==> src/rtl/cmdbuf_pkg.sv <==
package cmdbuf_pkg;
  typedef logic [7:0] char_t;
  localparam char_t CR_CHAR = 8'h0D;
endpackage

==> src/rtl/cmdbuf_ram.sv <==
// Simple dual-port store, registered read, no reset (block RAM friendly).
module cmdbuf_ram #(
  parameter int DEPTH = 200,
  parameter int W     = 8,
  localparam int AW   = (DEPTH > 1) ? $clog2(DEPTH) : 1
) (
  input  logic          clk,
  input  logic          we,
  input  logic [AW-1:0] waddr,
  input  logic [W-1:0]  wdata,
  input  logic          re,
  input  logic [AW-1:0] raddr,
  output logic [W-1:0]  rdata
);
  logic [W-1:0] mem [DEPTH];

  always_ff @(posedge clk) begin
    if (we) mem[waddr] <= wdata;
    if (re) rdata <= mem[raddr];
  end
endmodule

==> src/rtl/cmdbuf_ptr.sv <==
// Wrapping index; a power-of-two depth uses natural rollover.
module cmdbuf_ptr #(
  parameter int DEPTH = 200,
  localparam int AW   = (DEPTH > 1) ? $clog2(DEPTH) : 1
) (
  input  logic          clk,
  input  logic          rst,
  input  logic          inc,
  output logic [AW-1:0] idx
);
  localparam logic [AW-1:0] LAST = AW'(DEPTH - 1);

  generate
    if ((1 << AW) == DEPTH) begin : g_pow2
      always_ff @(posedge clk) begin
        if (rst)      idx <= '0;
        else if (inc) idx <= idx + AW'(1);
      end
    end else begin : g_cmp
      always_ff @(posedge clk) begin
        if (rst)      idx <= '0;
        else if (inc) idx <= (idx == LAST) ? '0 : idx + AW'(1);
      end
    end
  endgenerate
endmodule

==> src/rtl/cmdbuf_tracker.sv <==
// Waiting-command count and sticky overflow flag.
module cmdbuf_tracker #(
  parameter int DEPTH = 200,
  localparam int CW   = $clog2(DEPTH + 1)
) (
  input  logic          clk,
  input  logic          rst,
  input  logic          term_push,
  input  logic          term_pop,
  input  logic          ovf_set,
  input  logic          ovf_clr,
  output logic [CW-1:0] pending,
  output logic          overflow
);
  always_ff @(posedge clk) begin
    if (rst) begin
      pending <= '0;
    end else begin
      case ({term_push, term_pop})
        2'b10:   pending <= pending + CW'(1);
        2'b01:   pending <= pending - CW'(1);
        default: pending <= pending;
      endcase
    end
  end

  always_ff @(posedge clk) begin
    if (rst)          overflow <= 1'b0;
    else if (ovf_set) overflow <= 1'b1;
    else if (ovf_clr) overflow <= 1'b0;
  end
endmodule

==> src/rtl/cmdline_rx_buf.sv <==
module cmdline_rx_buf
  import cmdbuf_pkg::*;
#(
  parameter int DEPTH = 200,
  localparam int AW   = (DEPTH > 1) ? $clog2(DEPTH) : 1,
  localparam int CW   = $clog2(DEPTH + 1)
) (
  input  logic          clk,
  input  logic          rst,
  input  logic          wr_valid,
  input  logic [7:0]    wr_data,
  input  logic          rd_en,
  input  logic          ovf_clr,
  output logic [7:0]    rd_data,
  output logic          rd_valid,
  output logic          empty,
  output logic          full,
  output logic [CW-1:0] level,
  output logic [CW-1:0] cmds_pending,
  output logic          cmd_ready,
  output logic          overflow
);
  localparam logic [CW-1:0] FULL_LVL = CW'(DEPTH);

  logic [AW-1:0] wr_idx, rd_idx;
  logic          wr_ok, rd_ok;
  logic          term_push, term_pop;

  assign full  = (level == FULL_LVL);
  assign empty = (level == '0);
  assign wr_ok = wr_valid && !full;
  assign rd_ok = rd_en && !empty;

  assign term_push = wr_ok && (char_t'(wr_data) == CR_CHAR);
  assign term_pop  = rd_valid && (char_t'(rd_data) == CR_CHAR);

  cmdbuf_ptr #(.DEPTH(DEPTH)) u_wptr (.clk(clk), .rst(rst), .inc(wr_ok), .idx(wr_idx));
  cmdbuf_ptr #(.DEPTH(DEPTH)) u_rptr (.clk(clk), .rst(rst), .inc(rd_ok), .idx(rd_idx));

  cmdbuf_ram #(.DEPTH(DEPTH), .W(8)) u_ram (
    .clk(clk), .we(wr_ok), .waddr(wr_idx), .wdata(wr_data),
    .re(rd_ok), .raddr(rd_idx), .rdata(rd_data)
  );

  cmdbuf_tracker #(.DEPTH(DEPTH)) u_trk (
    .clk(clk), .rst(rst), .term_push(term_push), .term_pop(term_pop),
    .ovf_set(wr_valid && full), .ovf_clr(ovf_clr),
    .pending(cmds_pending), .overflow(overflow)
  );

  assign cmd_ready = (cmds_pending != '0);

  always_ff @(posedge clk) begin
    if (rst) begin
      level    <= '0;
      rd_valid <= 1'b0;
    end else begin
      rd_valid <= rd_ok;
      case ({wr_ok, rd_ok})
        2'b10:   level <= level + CW'(1);
        2'b01:   level <= level - CW'(1);
        default: level <= level;
      endcase
    end
  end
endmodule

==> config.mk <==
export PLATFORM = sky130hd
export DESIGN_NAME = cmdline_rx_buf
export DESIGN_NICKNAME = d
export VERILOG_FILES = /design/src/rtl/cmdbuf_pkg.sv /design/src/rtl/cmdbuf_ram.sv /design/src/rtl/cmdbuf_ptr.sv /design/src/rtl/cmdbuf_tracker.sv /design/src/rtl/cmdline_rx_buf.sv
export SDC_FILE = /design/constraint.sdc
export NUM_CORES = 2
export LEC_CHECK = 0
export ABC_CLOCK_PERIOD_IN_PS = 7600
export BUFFER_PORTS_ARGS = -buffer_cell sky130_fd_sc_hd__buf_2
export CAP_MARGIN = 30
export CORE_MARGIN = 2
export CORE_UTILIZATION = 55
export DETAILED_ROUTE_END_ITERATION = 10
export PLACE_DENSITY = 0.71
export SYNTH_ARGS = -nofsm -noshare
export SYNTH_HDL_FRONTEND = slang
export SYNTH_SLANG_ARGS = --single-unit
==> constraint.sdc <==
create_clock -name clk -period 7.6 [get_ports clk]
set_clock_uncertainty 0.05 [all_clocks]
set_input_delay 1.52 -clock clk [delete_from_list [all_inputs] [get_ports clk]]
set_output_delay 1.52 -clock clk [all_outputs]
set_load 0.01 [all_outputs]
==> results.toml <==
[status]
status = "finished clean"

[power]
peakVddDrop_mv = 0.3302
total_power_mw = 22.25
p_per_area_nw_per_um2 = 310.2
p_leak_nw = 21.93

[yosys]
ys_types = 71
netlist_area_um2 = 64920
async_flop_share = 0
synth_area_leaders = "edfxtp_1 (74%), mux4_2 (12%), mux2i_1 (3.0%)"
synth.top_cell.area_share = 0.7438
synth-main-ff-cell = "edfxtp_1"
synthCells = 3278
synth_warnings = 0
synth-seq-area-share = 0.7543
yosysTopAreaCell = "edfxtp_1"
syn_avg_cell_area_um2 = 19.81
syn-num-nets = 3312
synth-edff-count = 1608
ys_seq_elements = 1642

[sta]
worstMarginPinSlew_ns = 1.106
finalHoldViolCount = 0
fin_crit_ns = 4.667
fin_setup_tns_ns = 0
setup_ws_ns = 2.933
setup_viol = 0
whs_ns = 0.4796
timing.fmax_mhz = 214.3
slew_headroom = 0.2597
rsz0062_at_grt = "false"
final_max_slew_viol_count = 0
min_period_over_period = 0.6141

[global_route]
grt_use_total = 0.2723
grt_max_degree = 149
antenna_found_initial = 3
grt_pass1_wl_um = 236700
grt_pass1_vias = 33447
grt_overflow_total = 0

[placed_design]
pre_cts_ws_ns = 2.264
dpl_cell_area_um2 = 66370
gp_congestion = 0.9477
hpwlAfterDp_um = 98300
port_buffers = 41

[hold_path]
min_path_type = "flip-flop to flip-flop"

[worst_setup_path]
crit_buf_inv = 2
path_cells = "buf_2 > inv_1 > a31oi_2 > nand3_1 > ha_1 > ha_1 > a21o_1 > a21oi_1 > o21bai_1 > a2111oi_0 > nor3_1 > mux2i_1 > mux2_2"
rr_endpoint = "u_ram.rdata[2]"
required_ns = 8.20
crit_family = "compound AO/OA/AOI/OAI gates"
cp-start-kind = "primary input"
cp.arrival_ns = 5.27
crit_path_top_delay_cell = "a31oi_2"
rrSetupSlack_ns = 3.18
cp.depth = 13
startpoint = "wr_valid"
r2r_start = "u_rptr.idx[1]"
reg2reg_depth = 10
slowest_delay_ns = 0.79
worstSetupPathType = "primary input to flip-flop"
crit_top_cell = "ha_1"
endpoint = "u_trk.pending[7]"
cp-end-kind = "flip-flop"
crit_fanout = 17

[final_layout]
final_cell_area_um2 = 71700
fillCellCount = 8002
final_common_cell = "edfxtp_1"
seqCellArea_um2 = 48980
drive_above_1_share = 0.2005
multi_input_area_um2 = 14590
area_delta_synth_final_pct = 10.45
final_cell_mix = "edfxtp_1 (1608), mux4_2 (332), nor2_1 (274)"
nets = 3383

[drt]
drt.antenna.violating_nets = 0
drc = 0
drtIter0Drc = 4927
num_vias = 33607
drt_wl_total_um = 163900
first_pass_iters = 6
wl_per_cell_um = 32.64
viasPerCell = 6.695

[clocking]
postCtsSetupBuffers = 0
cts_made_buffers = 160
clk_latency_ns = 0.77
cts.reportedPaths.clkPinSlew_ns = 0.06
htreeDepth = 4
cts_buffer_depth = 3
hold_buffers = 0
clock-root-buffer = "clkbuf_16"
cts_tree = "done"
numClockSinks = 1642
post_cts_resized = 0

[die]
die_w_um = 347.6
rows = 126
ios = 42
core_area_um2 = 117600
fp.dieArea_um2 = 120800
start_util = 0.5520
floorplan.die.height_um = 347.6

[job]
max_cap_viol_count = 0
[cell type report]
type / count / share of cell area
flip-flops and latches: 1642 / 0.6831
repair buffers: 103 / 0.01173
clock buffers: 198 / 0.05901
well taps: 1536 / 0.02680
clock inverters: 97 / 0.01466
diodes: 2 / 0.00006980
inverters: 21 / 0.001117
multi-input cells: 1421 / 0.2035
[kinds of logic (layout without fill, tap and decap cells)]
group,count (synthesis),in the layout,synth area share
other,0,2,0
XOR/XNOR,23,23,0.003103
AO/OA/AOI/OAI,320,320,0.03571
AND/OR/NAND/NOR,528,528,0.03498
buffers and inverters,215,419,0.02203
adder cells (fa/ha/maj),21,21,0.004279
multiplexers,529,529,0.1456
flip-flops,1642,1642,0.7543
[flip-flops by register name (all words and copies together) (netlist names)]
name / cells
u_wptr.idx: 8
u_rptr.idx: 8
u_trk.overflow: 1
u_ram.mem: 1600
level: 8
u_trk.pending: 8
rd_valid: 1
u_ram.rdata: 8
[where the power goes]
part / internal (mW) / total (mW) / switching [mW]
Clock: 4.63 / 7.98 / 3.35
Combinational: 1.87 / 4.12 / 2.25
Sequential: 10.0 / 10.1 / 0.139
[Yosys cell counts, drive strengths merged (31+ instances only)]
cell,count
o21ai,33
nor2,276
buf,112
a21oi,53
a221oi,56
nand3,39
edfxtp,1608
clkbuf,82
nor3,31
a22oi,62
mux4,332
mux2i,192
nand2,109
dfxtp,34
[worst min-delay path, stage by stage (launching register included)]
cell and delay, ns:
dfxtp_1 0.35, nand2_1 0.08, a21oi_1 0.05
[metrics by stage]
stage | std cells | utilization
global placement | 4716 | 0.5640
detailed placement | 4719 | 0.5644
global route | 5018 | 0.6096
finish | 5020 | 0.6097
floorplan | 3278 | -
CTS | 5014 | 0.6093
[per-layer routing]
| metal | up-vias | share of wire | GRT usage | wire [um] |
|---|---|---|---|---|
| li1 | 13621 | - | - | - |
| met1 | 17413 | 0.38 | 0.3771 | 61970 |
| met2 | 2205 | 0.47 | 0.4229 | 77120 |
| met3 | 364 | 0.11 | 0.06305 | 17750 |
| met4 | 4 | 0.043 | 0.1123 | 6989 |
| met5 | - | 0.00015 | 0 | 24 |
[worst min-delay path by stage]
stage / slack (ns) / start / end / cells after the start
after CTS: 0.48 / level[6] / level[6] / 2
final: 0.48 / level[6] / level[6] / 2
after global placement: 0.44 / level[2] / level[2] / 2
after floorplan: 0.46 / level[5] / level[5] / 2
after detailed placement: 0.47 / level[6] / level[6] / 2
after global routing: 0.49 / level[6] / level[6] / 2
(Power assumes the default switching activity.)
